$ cat config.mk
export PLATFORM = sky130hd
export DESIGN_NAME = bridge_stop_ack_ctrl
export DESIGN_NICKNAME = d
export VERILOG_FILES = /design/src/rtl/bsh_pkg.sv /design/src/rtl/bsh_ack_sync.sv /design/src/rtl/bsh_wait_timer.sv /design/src/rtl/bsh_fsm.sv /design/src/rtl/bridge_stop_ack_ctrl.sv
export SDC_FILE = /design/constraint.sdc
export NUM_CORES = 1
export LEC_CHECK = 0
export ABC_AREA = 1
export BUFFER_PORTS_ARGS = -buffer_cell sky130_fd_sc_hd__clkbuf_2
export CAP_MARGIN = 20
export CORE_AREA = 2 2 39 41
export DETAILED_ROUTE_END_ITERATION = 8
export DIE_AREA = 0 0 41 43
export PLACE_DENSITY = 0.8
export SLEW_MARGIN = 30
export SYNTH_ARGS = -nofsm -noshare
export SYNTH_HDL_FRONTEND = slang
export SYNTH_HIERARCHICAL = 1
export SYNTH_SLANG_ARGS = --single-unit
$ cat constraint.sdc
create_clock -name clk_i -period 3.08 [get_ports clk_i]
set_input_delay 0.154 -clock clk_i [delete_from_list [all_inputs] [get_ports clk_i]]
set_output_delay 0.154 -clock clk_i [all_outputs]
set_load 0.05 [all_outputs]
$ cat src/rtl/bsh_pkg.sv
package bsh_pkg;
  typedef enum logic {
    ST_IDLE = 1'b0,
    ST_WAIT = 1'b1
  } bsh_state_e;
endpackage

$ cat src/rtl/bsh_ack_sync.sv
module bsh_ack_sync #(
  parameter int STAGES = 2
) (
  input  logic clk_i,
  input  logic rst_ni,
  input  logic async_i,
  output logic sync_o
);
  logic [STAGES-1:0] q;

  generate
    if (STAGES > 1) begin : g_chain
      always_ff @(posedge clk_i or negedge rst_ni) begin
        if (!rst_ni) q <= '0;
        else         q <= {q[STAGES-2:0], async_i};
      end
    end else begin : g_single
      always_ff @(posedge clk_i or negedge rst_ni) begin
        if (!rst_ni) q <= '0;
        else         q <= async_i;
      end
    end
  endgenerate

  assign sync_o = q[STAGES-1];
endmodule

$ cat src/rtl/bsh_wait_timer.sv
module bsh_wait_timer #(
  parameter int LIMIT = 50
) (
  input  logic clk_i,
  input  logic rst_ni,
  input  logic clear_i,
  input  logic run_i,
  output logic expired_o
);
  localparam int CW = $clog2(LIMIT + 1);
  localparam logic [CW-1:0] LAST = CW'(LIMIT - 1);

  logic [CW-1:0] cnt_q;

  always_ff @(posedge clk_i or negedge rst_ni) begin
    if (!rst_ni)                      cnt_q <= '0;
    else if (clear_i)                 cnt_q <= '0;
    else if (run_i && cnt_q != LAST)  cnt_q <= cnt_q + 1'b1;
  end

  assign expired_o = run_i && (cnt_q == LAST);

  // wait window never exceeds the limit
  assert_cnt_bound_R5: assert property (@(posedge clk_i) disable iff (!rst_ni)
    cnt_q <= LAST);
endmodule

$ cat src/rtl/bsh_fsm.sv
module bsh_fsm
  import bsh_pkg::*;
(
  input  logic clk_i,
  input  logic rst_ni,
  input  logic cmd_valid_i,
  input  logic cmd_stop_i,
  input  logic port_present_i,
  input  logic ack_sync_i,
  input  logic expired_i,
  output logic timer_clear_o,
  output logic timer_run_o,
  output logic stop_req_o,
  output logic busy_o,
  output logic done_o,
  output logic err_o
);
  bsh_state_e state_q;
  logic stop_q, done_q, err_q;
  logic accept, match;

  assign accept = (state_q == ST_IDLE) && cmd_valid_i;
  // target level equals the request level just driven
  assign match  = (ack_sync_i == stop_q);

  always_ff @(posedge clk_i or negedge rst_ni) begin
    if (!rst_ni) begin
      state_q <= ST_IDLE;
      stop_q  <= 1'b0;
      done_q  <= 1'b0;
      err_q   <= 1'b0;
    end else begin
      done_q <= 1'b0;
      err_q  <= 1'b0;
      case (state_q)
        ST_IDLE: begin
          if (accept) begin
            if (!port_present_i) begin
              done_q <= 1'b1;
            end else begin
              stop_q  <= cmd_stop_i;
              state_q <= ST_WAIT;
            end
          end
        end
        ST_WAIT: begin
          if (match) begin
            done_q  <= 1'b1;
            state_q <= ST_IDLE;
          end else if (expired_i) begin
            done_q  <= 1'b1;
            err_q   <= 1'b1;
            state_q <= ST_IDLE;
          end
        end
        default: state_q <= ST_IDLE;
      endcase
    end
  end

  assign timer_clear_o = accept;
  assign timer_run_o   = (state_q == ST_WAIT);
  assign stop_req_o    = stop_q;
  assign busy_o        = (state_q == ST_WAIT);
  assign done_o        = done_q;
  assign err_o         = err_q;

  // request level frozen during a wait
  assert_stop_hold_R7: assert property (@(posedge clk_i) disable iff (!rst_ni)
    busy_o |=> $stable(stop_req_o));
  // completion leaves the wait state
  assert_done_idle_R9: assert property (@(posedge clk_i) disable iff (!rst_ni)
    done_o |-> !busy_o);
endmodule

$ cat src/rtl/bridge_stop_ack_ctrl.sv
module bridge_stop_ack_ctrl #(
  parameter int SYNC_STAGES    = 2,
  parameter int TIMEOUT_CYCLES = 50
) (
  input  logic clk_i,
  input  logic rst_ni,
  input  logic cmd_valid_i,
  input  logic cmd_stop_i,
  input  logic port_present_i,
  input  logic ack_i,
  output logic stop_req_o,
  output logic busy_o,
  output logic done_o,
  output logic err_o
);
  logic ack_sync, expired, timer_clear, timer_run;

  bsh_ack_sync #(.STAGES(SYNC_STAGES)) u_sync (
    .clk_i   (clk_i),
    .rst_ni  (rst_ni),
    .async_i (ack_i),
    .sync_o  (ack_sync)
  );

  bsh_wait_timer #(.LIMIT(TIMEOUT_CYCLES)) u_timer (
    .clk_i     (clk_i),
    .rst_ni    (rst_ni),
    .clear_i   (timer_clear),
    .run_i     (timer_run),
    .expired_o (expired)
  );

  bsh_fsm u_fsm (
    .clk_i          (clk_i),
    .rst_ni         (rst_ni),
    .cmd_valid_i    (cmd_valid_i),
    .cmd_stop_i     (cmd_stop_i),
    .port_present_i (port_present_i),
    .ack_sync_i     (ack_sync),
    .expired_i      (expired),
    .timer_clear_o  (timer_clear),
    .timer_run_o    (timer_run),
    .stop_req_o     (stop_req_o),
    .busy_o         (busy_o),
    .done_o         (done_o),
    .err_o          (err_o)
  );

  // error only reported with completion
  assert_err_with_done_R5: assert property (@(posedge clk_i) disable iff (!rst_ni)
    err_o |-> done_o);
  // bypass succeeds at once without touching the request
  assert_bypass_R6: assert property (@(posedge clk_i) disable iff (!rst_ni)
    (cmd_valid_i && !busy_o && !port_present_i) |=>
      (done_o && !err_o && !busy_o && $stable(stop_req_o)));
endmodule

Word-level counts from Yosys, hierarchy flattened
Index checks and enable logic that the tools add are counted.
{"block": "classes", "addsub": 1, "n_eq_ne": 3, "mux": 14, "bitwise_logic": 1, "reduce_logical": 5}
{"operator": "2-to-1 mux 6 bit", "count": 2}
{"operator": "2-to-1 mux 1 bit", "count": 10}
{"operator": "adder 6 x 1 -> 6 bit, second input constant", "count": 1}
{"operator": "equality test 6 bit, second input constant", "count": 1}
{"operator": "!= test 6 bit, second input constant", "count": 1}
{"operator": "one-hot mux 1 bit (2 select lines)", "count": 2}
{"operator": "logical AND 1 bit", "count": 3}
{"operator": "AND reduction 3 bit", "count": 1}
{"operator": "nonzero test 2 bit", "count": 1}
{"operator": "equality test 1 bit", "count": 1}
{"operator": "NOT 1 bit", "count": 1}
{"block": "word_totals", "ff_bits": 12, "in_bits": 6}

Depth between registers and ports, before layout
Gate-level depths: netlist of run 1.
{"block": "depth", "ltp_word": 5, "mapped_depth": 8, "mapped_depth_nobuf": 8}

Hierarchy
The synthesis of run 1 kept the hierarchy.
{"module": "bsh_wait_timer", "instances": 1, "cells_each": 56, "area_each_um2": 417.9, "seq_area_each_um2": 150.1}
{"module": "bsh_fsm", "instances": 1, "cells_each": 25, "area_each_um2": 191.4, "seq_area_each_um2": 100.1}
{"module": "bsh_ack_sync", "instances": 1, "cells_each": 2, "area_each_um2": 50.0, "seq_area_each_um2": 50.0}

Least setup slack after synthesis of run 1
Ideal clock, no wire load.
{"block": "synth_path", "path_kind": "flip-flop to flip-flop", "from": "register u_fsm.state_q, in the netlist u_fsm/busy_o", "to": "register u_fsm.state_q, in the netlist u_fsm/busy_o", "arrival_ns": 1.300, "setup_slack_ns": 1.663, "stages_incl_launch_ff": 7, "path_buffers": 1, "cell_sequence": "dfrtp_1 buf_4 inv_2 nor3_1 nor2_1 nand2_1 nand2_1"}
{"block": "synth_between", "elab_chain_cells": 4}
{"element": "start: declaration", "line": "bsh_fsm.sv:18", "source": "bsh_state_e state_q;"}
{"element": "start signal: assignment", "line": "bsh_fsm.sv:28", "source": "state_q <= ST_IDLE;"}
{"element": "start signal: assignment", "line": "bsh_fsm.sv:42", "source": "state_q <= ST_WAIT;"}
{"element": "start signal: assignment", "line": "bsh_fsm.sv:49", "source": "state_q <= ST_IDLE;"}
{"element": "logical AND 1 bit", "line": "bsh_wait_timer.sv:21", "source": "assign expired_o = run_i && (cnt_q == LAST);"}
{"element": "named net expired", "line": "bridge_stop_ack_ctrl.sv:16", "source": "logic ack_sync, expired, timer_clear, timer_run;"}
{"element": "2-to-1 mux 1 bit", "line": "bsh_fsm.sv:50", "source": "end else if (expired_i) begin"}
{"element": "2-to-1 mux 1 bit", "line": "bsh_fsm.sv:47", "source": "if (match) begin"}
{"element": "one-hot mux 1 bit (2 select lines)", "line": "bsh_fsm.sv:35", "source": "case (state_q)"}
The timed path passes the listed nets, and every way through them passes these cells.
A chain may end at the register's enable or synchronous reset.

Final worst setup path of run 1
{"block": "layout_path", "from": "register u_timer.cnt_q[1]", "to": "register u_fsm.done_q, in the netlist u_fsm/done_o"}
{"block": "layout_between", "elab_chain_cells": 5}
{"element": "start: declaration", "line": "bsh_wait_timer.sv:13", "source": "logic [CW-1:0] cnt_q;"}
{"element": "start signal: assignment", "line": "bsh_wait_timer.sv:18", "source": "else if (run_i && cnt_q != LAST) cnt_q <= cnt_q + 1'b1;"}
{"element": "equality test 6 bit", "line": "bsh_wait_timer.sv:21"}
{"element": "logical AND 1 bit", "line": "bsh_wait_timer.sv:21"}
{"element": "named net expired", "line": "bridge_stop_ack_ctrl.sv:16"}
{"element": "2-to-1 mux 1 bit", "line": "bsh_fsm.sv:50"}
{"element": "2-to-1 mux 1 bit", "line": "bsh_fsm.sv:47"}
{"element": "one-hot mux 1 bit (2 select lines)", "line": "bsh_fsm.sv:35"}
{"element": "end signal: assignment", "line": "bsh_fsm.sv:39", "source": "done_q <= 1'b1;"}
{"element": "end signal: assignment", "line": "bsh_fsm.sv:48", "source": "done_q <= 1'b1;"}
{"element": "end signal: assignment", "line": "bsh_fsm.sv:51", "source": "done_q <= 1'b1;"}
{"element": "end: declaration", "line": "bsh_fsm.sv:19", "source": "logic stop_q, done_q, err_q;"}
The timed path passes the listed nets, and every way through them passes these cells.

==> summary.md, run 1 <==
| Metric | Value |
|---|---|
| # port buffers | 9 |
| Final ANT Viol Nets | 0 |
| I/O pin cnt | 10 |
| Drt wl/cell | 11.29 um |
| Number of clock sinks | 12 |
| Setup WS post-layout | 1.724 ns |
| Syn_nets | 91 |
| Core ar. | 1384 um^2 |
| Final net count | 105 |
| Placed cell areas | 705.7 um^2 |
| Final wirelength | 1.265 mm |
| Critical path class | flop to flop |
| Post-synth top flop | dfrtp_1 |
| Starting density of the core | 47.65% |
| Die Span Y | 43 um |
| Synthesized netlist cell count | 83 |
| Vias/cell | 4.830 |
| Vias in the first global route | 517 |
| RSZ-0062 raised after global routing | false |
| Initial antenna violation count | 0 |
| Worst slew margin | 80.42% |
| Post-CTS sizing | 0 |
| Hold slack | 0.1100 ns |
| Via count | 541 |
| Final setup violation count | 0 |
| Gr ovfl total | 0 |
| Clock skew | 0.005481 ns |
| Count of different cell masters after synthesis | 19 |
| Worst vdd ir | 322.6 uV |
| Synth warnings | 6 |
| Root buffer cell | clkbuf_4 |
| First-pass GRT wire length | 2.159 mm |
| Post-synth ARST share | 100.0% |
| PD cells | 600.4 nW/um^2 |
| Post-Synthesis Cell Area | 659.4 um^2 |
| Rows | 14 |
| 1st-iter DRT viols | 15 |
| Post-route clock period utilization | 44.03% |
| WP data required | 3.28 ns |
| Leading area contributor after synthesis | dfrtp_1 |
| Later-pin clock latency in the skew report | 0.28 ns |
| Postcts setup bufs | 0 |
| Final setup TNS | 0 ns |
| Top cells by area, synth | dfrtp_1 46%, nand2_1 15%, inv_1 6.3% |
| MaxCap Viol Count | 0 |
| Die width | 41 um |
| Average size of a mapped cell | 7.944 um^2 |
| Seq cells post-synth | 12 |
| Dpl hpwl | 913.5 um |
| Synth top cells by count | 27 x nand2_1, 12 x dfrtp_1, 11 x inv_1 |
| Layout cell share with drive strength beyond 1 | 22.92% |
| Least-Margin Pin Slew | 0.2914 ns |
| Number of enable flip-flop cells after synthesis | 0 |
| Worst EP arrival | 1.56 ns |
| CTS tree | done |
| Post-route design area | 762.0 um^2 |
| Placer congestion estimate | 0.8324 |
| DP Worst Slack | 1.766 ns |
| Most common cell in the netlist | nand2_1 |
| CTS clk-pin slew, worst paths | 0.08 ns |
| Total GRT Usage | 18.74% |
| Worst Hold Class | input pin to flop |
| Remaining DRCs | 0 |
| Final Hold Viols | 0 |
| Pin count of the biggest net entering global routing | 13 |
| Syn-to-layout area delta | 15.56% |
| CTS buffer count | 3 |
| R2R setup slack | 1.72 ns |
| Hold-fix buffers, CTS | 2 |
| Pleak | 0.4112 nW |
| Clk buf depth | 2 |
| Status | finished clean |
| Register area share after synthesis | 45.54% |
| Yosys top cell area share | 45.54% |
| Critical Path Source Type | flop |
| H-tree levels | 1 |
| Pins Over Slew Limit | 0 |
| Minimum clock period | 1.356 ns |
| Worst-path maximum fanout | 5 |
| Max Clk Rate | 737.4 MHz |
| # diodes | 0 |
| TritonRoute pass-1 iters | 3 |
| CP Capture Type | flop |
| Die area | 1763 um^2 |
==> sequential cells by signal, indices dropped and copies added (netlist names) <==
register / count
u_fsm/stop_req_o: 1
u_sync/q: 2
u_fsm/busy_o: 1
u_timer/cnt_q: 6
u_fsm/err_o: 1
u_fsm/done_o: 1
==> per-stage QoR <==
step	total power, mW	utilization, %	instances
6_report	0.4575	55.06	112
5_1_grt	0.4896	55.06	112
4_1_cts	0.4616	55.06	112
3_5_place_dp	0.3298	50.99	106
3_3_place_gp	0.3269	50.99	106
2_1_floorplan	0.3039	-	83
==> worst paths after layout <==
path / cells past startpoint / to / startpoint
min reg2reg: 0 / u_sync/q[1]$_DFF_PN0_ / u_sync/q[0]$_DFF_PN0_
max: 6 / u_fsm/done_o$_DFF_PN0_ / u_timer/cnt_q[1]$_DFFE_PN0P_
min: 3 / u_fsm/stop_req_o$_DFFE_PN0P_ / cmd_stop_i
max in group asynchronous: 2 / u_fsm/done_o$_DFF_PN0_ / rst_ni
max reg2reg: 6 / u_fsm/done_o$_DFF_PN0_ / u_timer/cnt_q[1]$_DFFE_PN0P_
min in group asynchronous: 2 / u_timer/cnt_q[1]$_DFFE_PN0P_ / rst_ni
==> per-layer routing <==
layer,wire length (um),share of wire (%),global-route usage (%)
met4,33,2.6,12.00
met1,545,43,20.86
met5,0,0,0
met3,31,2.5,4.712
met2,655,52,29.69
==> layout make-up <==
type,count,area [um^2]
Tap cell,16,20.02
Multi-Input combinational cell,56,291.5
Sequential cell,12,300.3
Inverter,13,48.80
Fill cell,128,621.8
Clock buffer,4,36.28
Timing Repair Buffer,11,65.06
==> cell families (layout without fill, tap and decap cells) <==
| kind of cell | Yosys count | in the layout | share of synthesized area, % |
|---|---|---|---|
| adder cells (fa/ha/maj) | 2 | 2 | 3.794 |
| AO/OA/AOI/OAI | 3 | 3 | 2.657 |
| XOR/XNOR | 1 | 1 | 1.329 |
| buffers and inverters | 15 | 28 | 10.25 |
| flip-flops | 12 | 12 | 45.54 |
| AND/OR/NAND/NOR | 50 | 50 | 36.43 |
==> report_power, final <==
part	internal (mW)	switching, mW	leakage [nW]
Sequential	0.178	0.0243	0.156
Combinational	0.0381	0.0892	0.234
Clock	0.0719	0.0562	0.0210
Total	0.288	0.170	0.411
==> critical path, stage by stage (launching register included) <==
cell,delay [ns]
dfrtp_1,0.43
inv_1,0.07
ha_1,0.16
nand3_2,0.10
nor3_1,0.25
nor2_1,0.11
a21oi_1,0.16
==> placed cells by master (no fill, tap or decap) <==
master / Yosys / routed
a21oi_1: 2 / 2
clkbuf_2: 0 / 9
clkbuf_4: 0 / 3
clkbuf_8: 0 / 1
dfrtp_1: 12 / 12
dlygate4sd3_1: 0 / 2
ha_1: 2 / 2
inv_1: 11 / 11
inv_2: 2 / 2
nand2_1: 27 / 27
nand2_2: 2 / 2
nand3_1: 6 / 6
nand3_2: 1 / 1
nand3b_1: 2 / 2
nand4_1: 2 / 2
nor2_1: 5 / 5
nor2_2: 2 / 2
nor2_4: 2 / 2
nor3_1: 1 / 1
o21bai_1: 1 / 1
xor2_1: 1 / 1
Note: power is estimated with default switching activity, not from simulation.
==> inputs of run 2 (changes only) <==
--- a/config.mk
+++ b/config.mk
@@ -5,12 +5,12 @@
 export SDC_FILE = /design/constraint.sdc
 export NUM_CORES = 1
 export LEC_CHECK = 0
-export ABC_AREA = 1
+export ABC_AREA = 0
 export BUFFER_PORTS_ARGS = -buffer_cell sky130_fd_sc_hd__clkbuf_2
 export CAP_MARGIN = 20
-export CORE_AREA = 2 2 39 41
+export CORE_MARGIN = 2
+export CORE_UTILIZATION = 47
 export DETAILED_ROUTE_END_ITERATION = 8
-export DIE_AREA = 0 0 41 43
 export PLACE_DENSITY = 0.8
 export SLEW_MARGIN = 30
 export SYNTH_ARGS = -nofsm -noshare
==> constraint.sdc (replaced) <==
create_clock -name clk_i -period 1.15 [get_ports clk_i]
set_input_delay 0.0575 -clock clk_i [delete_from_list [all_inputs] [get_ports clk_i]]
set_output_delay 0.0575 -clock clk_i [all_outputs]
set_load 0.05 [all_outputs]
==> run 2 against run 1 <==
The flow now finishes with violations (negative setup slack). Synthesized area fell by 6.6%. Largest power group is now combinational logic. Sequential power grew to 3.0 times the previous value. Power grew to 4.1 times the previous value. Via count up 2.6%. Routed wire length is 22% higher. Worst hold slack lost 0.095 ns. Fmax rose by 8.2%. Flip-flop and latch count unchanged.
==> summary.md, run 2 <==
| Metric | Value |
|---|---|
| Seq cells post-synth | 12 |
| Number of clock sinks | 12 |
| Vias/cell | 5.663 |
| Layout cell share with drive strength beyond 1 | 59.04% |
| Least-Margin Pin Slew | 0.3029 ns |
| Max FFs per register | 6 |
| CTS tree | done |
| Placed cell areas | 763.2 um^2 |
| Synth warnings | 6 |
| Root buffer cell | clkbuf_4 |
| Dpl hpwl | 901.6 um |
| Top cells by area, synth | dfrtp_1 49%, ha_1 4.1%, nand2_1 3.7% |
| WP data required | 1.32 ns |
| Vias in the first global route | 488 |
| TritonRoute pass-1 iters | 4 |
| Worst EP arrival | 1.42 ns |
| Placed insts | 88 |
| Drt wl/cell | 15.70 um |
| First-pass GRT wire length | 2.159 mm |
| Synthesized netlist cell count | 55 |
| Leading area contributor after synthesis | dfrtp_1 |
| Fin cells | 98 |
| Core ar. | 1269 um^2 |
| Most frequent cells in the layout | 13 x buf_4, 9 x dfrtp_1, 8 x clkbuf_2 |
| MaxCap Viol Count | 0 |
| 1st-iter DRT viols | 10 |
| Final net count | 92 |
| Post-route design area | 957.2 um^2 |
| Register area share after synthesis | 48.78% |
| Initial antenna violation count | 0 |
| Max Clk Rate | 798.1 MHz |
| # port buffers | 9 |
| Die Span Y | 40.19 um |
| Starting density of the core | 48.52% |
| Biggest regs | u_timer/cnt_q: 6 flops, u_sync/q: 2 flops |
| Final Hold Viols | 0 |
| Final setup violation count | 5 |
| Status | finished with violations |
| Die width | 40.19 um |
| Synth top cells by count | 12 x dfrtp_1, 6 x nand2_1, 3 x nor2_1, 3 x nor2b_1 |
| Die area | 1615 um^2 |
| Syn_nets | 63 |
| I/O pin cnt | 10 |
| RSZ-0062 raised after global routing | true |
| Syn-to-layout area delta | 55.49% |
| Gr ovfl total | 0 |
| Failing checks | negative setup slack |
| Final wirelength | 1.539 mm |
| Count of different cell masters after synthesis | 29 |
| CTS clk-pin slew, worst paths | 0.08 ns |
| Average size of a mapped cell | 11.19 um^2 |
| Area of the multi-input gates | 397.9 um^2 |
| Total GRT Usage | 21.58% |
| Clk buf depth | 2 |
| Later-pin clock latency in the skew report | 0.28 ns |
| Post-route clock period utilization | 108.9% |
| Clock skew | 0.003077 ns |
| Rows | 13 |
| Post-synth ARST share | 100.0% |
| Fillers | 77 |
| Top reg by flops | u_timer/cnt_q |
| Pins Over Slew Limit | 0 |
| Post-Synthesis Cell Area | 615.6 um^2 |
| # diodes | 0 |
| Remaining DRCs | 0 |
| Placer congestion estimate | 0.7824 |
| Yosys top cell area share | 48.78% |
| Number of enable flip-flop cells after synthesis | 0 |
| Post-synth top flop | dfrtp_1 |
| Register area | 304.0 um^2 |
| Via count | 555 |
| Worst Hold Class | input pin to flop |
| Critical path class | flop to flop |
| CTS buffer count | 3 |
| Worst-path maximum fanout | 3 |
| Final ANT Viol Nets | 0 |
| Most common cell after layout, fill and taps aside | buf_4 |
| Worst vdd ir | 1535 uV |
| Setup WS post-layout | -0.1029 ns |
| Most common cell in the netlist | dfrtp_1 |
| H-tree levels | 1 |
| Critical Path Source Type | flop |
| Pleak | 0.4439 nW |
| Minimum clock period | 1.253 ns |
| Pin count of the biggest net entering global routing | 13 |
| CP Capture Type | flop |
| Worst slew margin | 79.81% |
| PD cells | 1970 nW/um^2 |
## run 2: cell families (layout without fill, tap and decap cells)
logic type                 Yosys count  count (layout)  share of synthesized area, %
AOI/OAI and AO/OA                   11              11                         12.81
xor gates and xnor gates             3               3                         4.269
adders and majority gates            2               2                         4.064
buffers and inverters                5              33                         4.267
DFF                                 12              12                         48.78
muxes                                1               1                         2.438
and+or+nand+nor                     21              21                         23.38
## run 2: critical path: stages, from the launching register on
cell and delay [ns]:
dfrtp_1 0.41, nor3b_4 0.25, and4_4 0.25, nor2b_2 0.05, a22o_1 0.18
## run 2: through the flow
stage | worst slack [ns] | power, mW | utilization, % | hold WS, ns | TNS (ns)
5_1_grt | -0.1357 | 1.985 | 75.44 | 0.0001250 | -0.6692
2_1_floorplan | -0.2421 | 1.084 | - | -0.2381 | -1.085
4_1_cts | -0.08978 | 1.700 | 67.65 | 0.01061 | -0.2779
6_report | -0.1029 | 1.886 | 75.44 | 0.01488 | -0.3674
3_3_place_gp | -0.08384 | 1.287 | 60.16 | -0.04313 | -0.2103
3_5_place_dp | -0.1111 | 1.304 | 60.16 | -0.04105 | -0.2919
## run 2: where the power goes
group | internal (mW) | switching (mW) | leakage [nW]
clock network | 0.135 | 0.144 | 0.0150
logic | 0.478 | 0.519 | 0.278
registers | 0.514 | 0.0966 | 0.151
## run 2: area by class of cell
class / instances / share of cell area (%)
Inverter: 2 / 0.7843
Timing Repair Buffer: 27 / 21.18
Clock buffer: 4 / 2.745
Tap cell: 15 / 1.961
Sequential cell: 12 / 31.76
Multi-Input combinational cell: 38 / 41.57
## run 2: layer usage
metal	up-vias	routed length, um	track usage [%]
met5	-	0	0
met4	0	43	17.50
met3	5	57	5.000
met2	14	772	33.47
met1	281	665	25.17
li1	255	-	-
## run 2: final timing paths
check,from,to,slack [ns],cells past startpoint
worst max register to register,u_timer/cnt_q[3]$_DFFE_PN0P_,u_fsm/busy_o$_DFF_PN0_,-0.10,4
worst min register to register,u_sync/q[0]$_DFF_PN0_,u_sync/q[1]$_DFF_PN0_,0.36,0
min in group asynchronous,rst_ni,u_fsm/busy_o$_DFF_PN0_,0.20,2
worst min-delay path,cmd_stop_i,u_fsm/stop_req_o$_DFFE_PN0P_,0.01,2
max in group asynchronous,rst_ni,u_timer/cnt_q[1]$_DFFE_PN0P_,0.70,2
worst max-delay path,u_timer/cnt_q[3]$_DFFE_PN0P_,u_fsm/busy_o$_DFF_PN0_,-0.10,4
## run 2: repair_timing
item,in CTS,in global routing
endpoints found under the setup margin,8,10
resized for setup,12,15
setup buffers,0,4
endpoints found under the hold margin,13,0
hold buffers,2,0
pin swaps,3,5
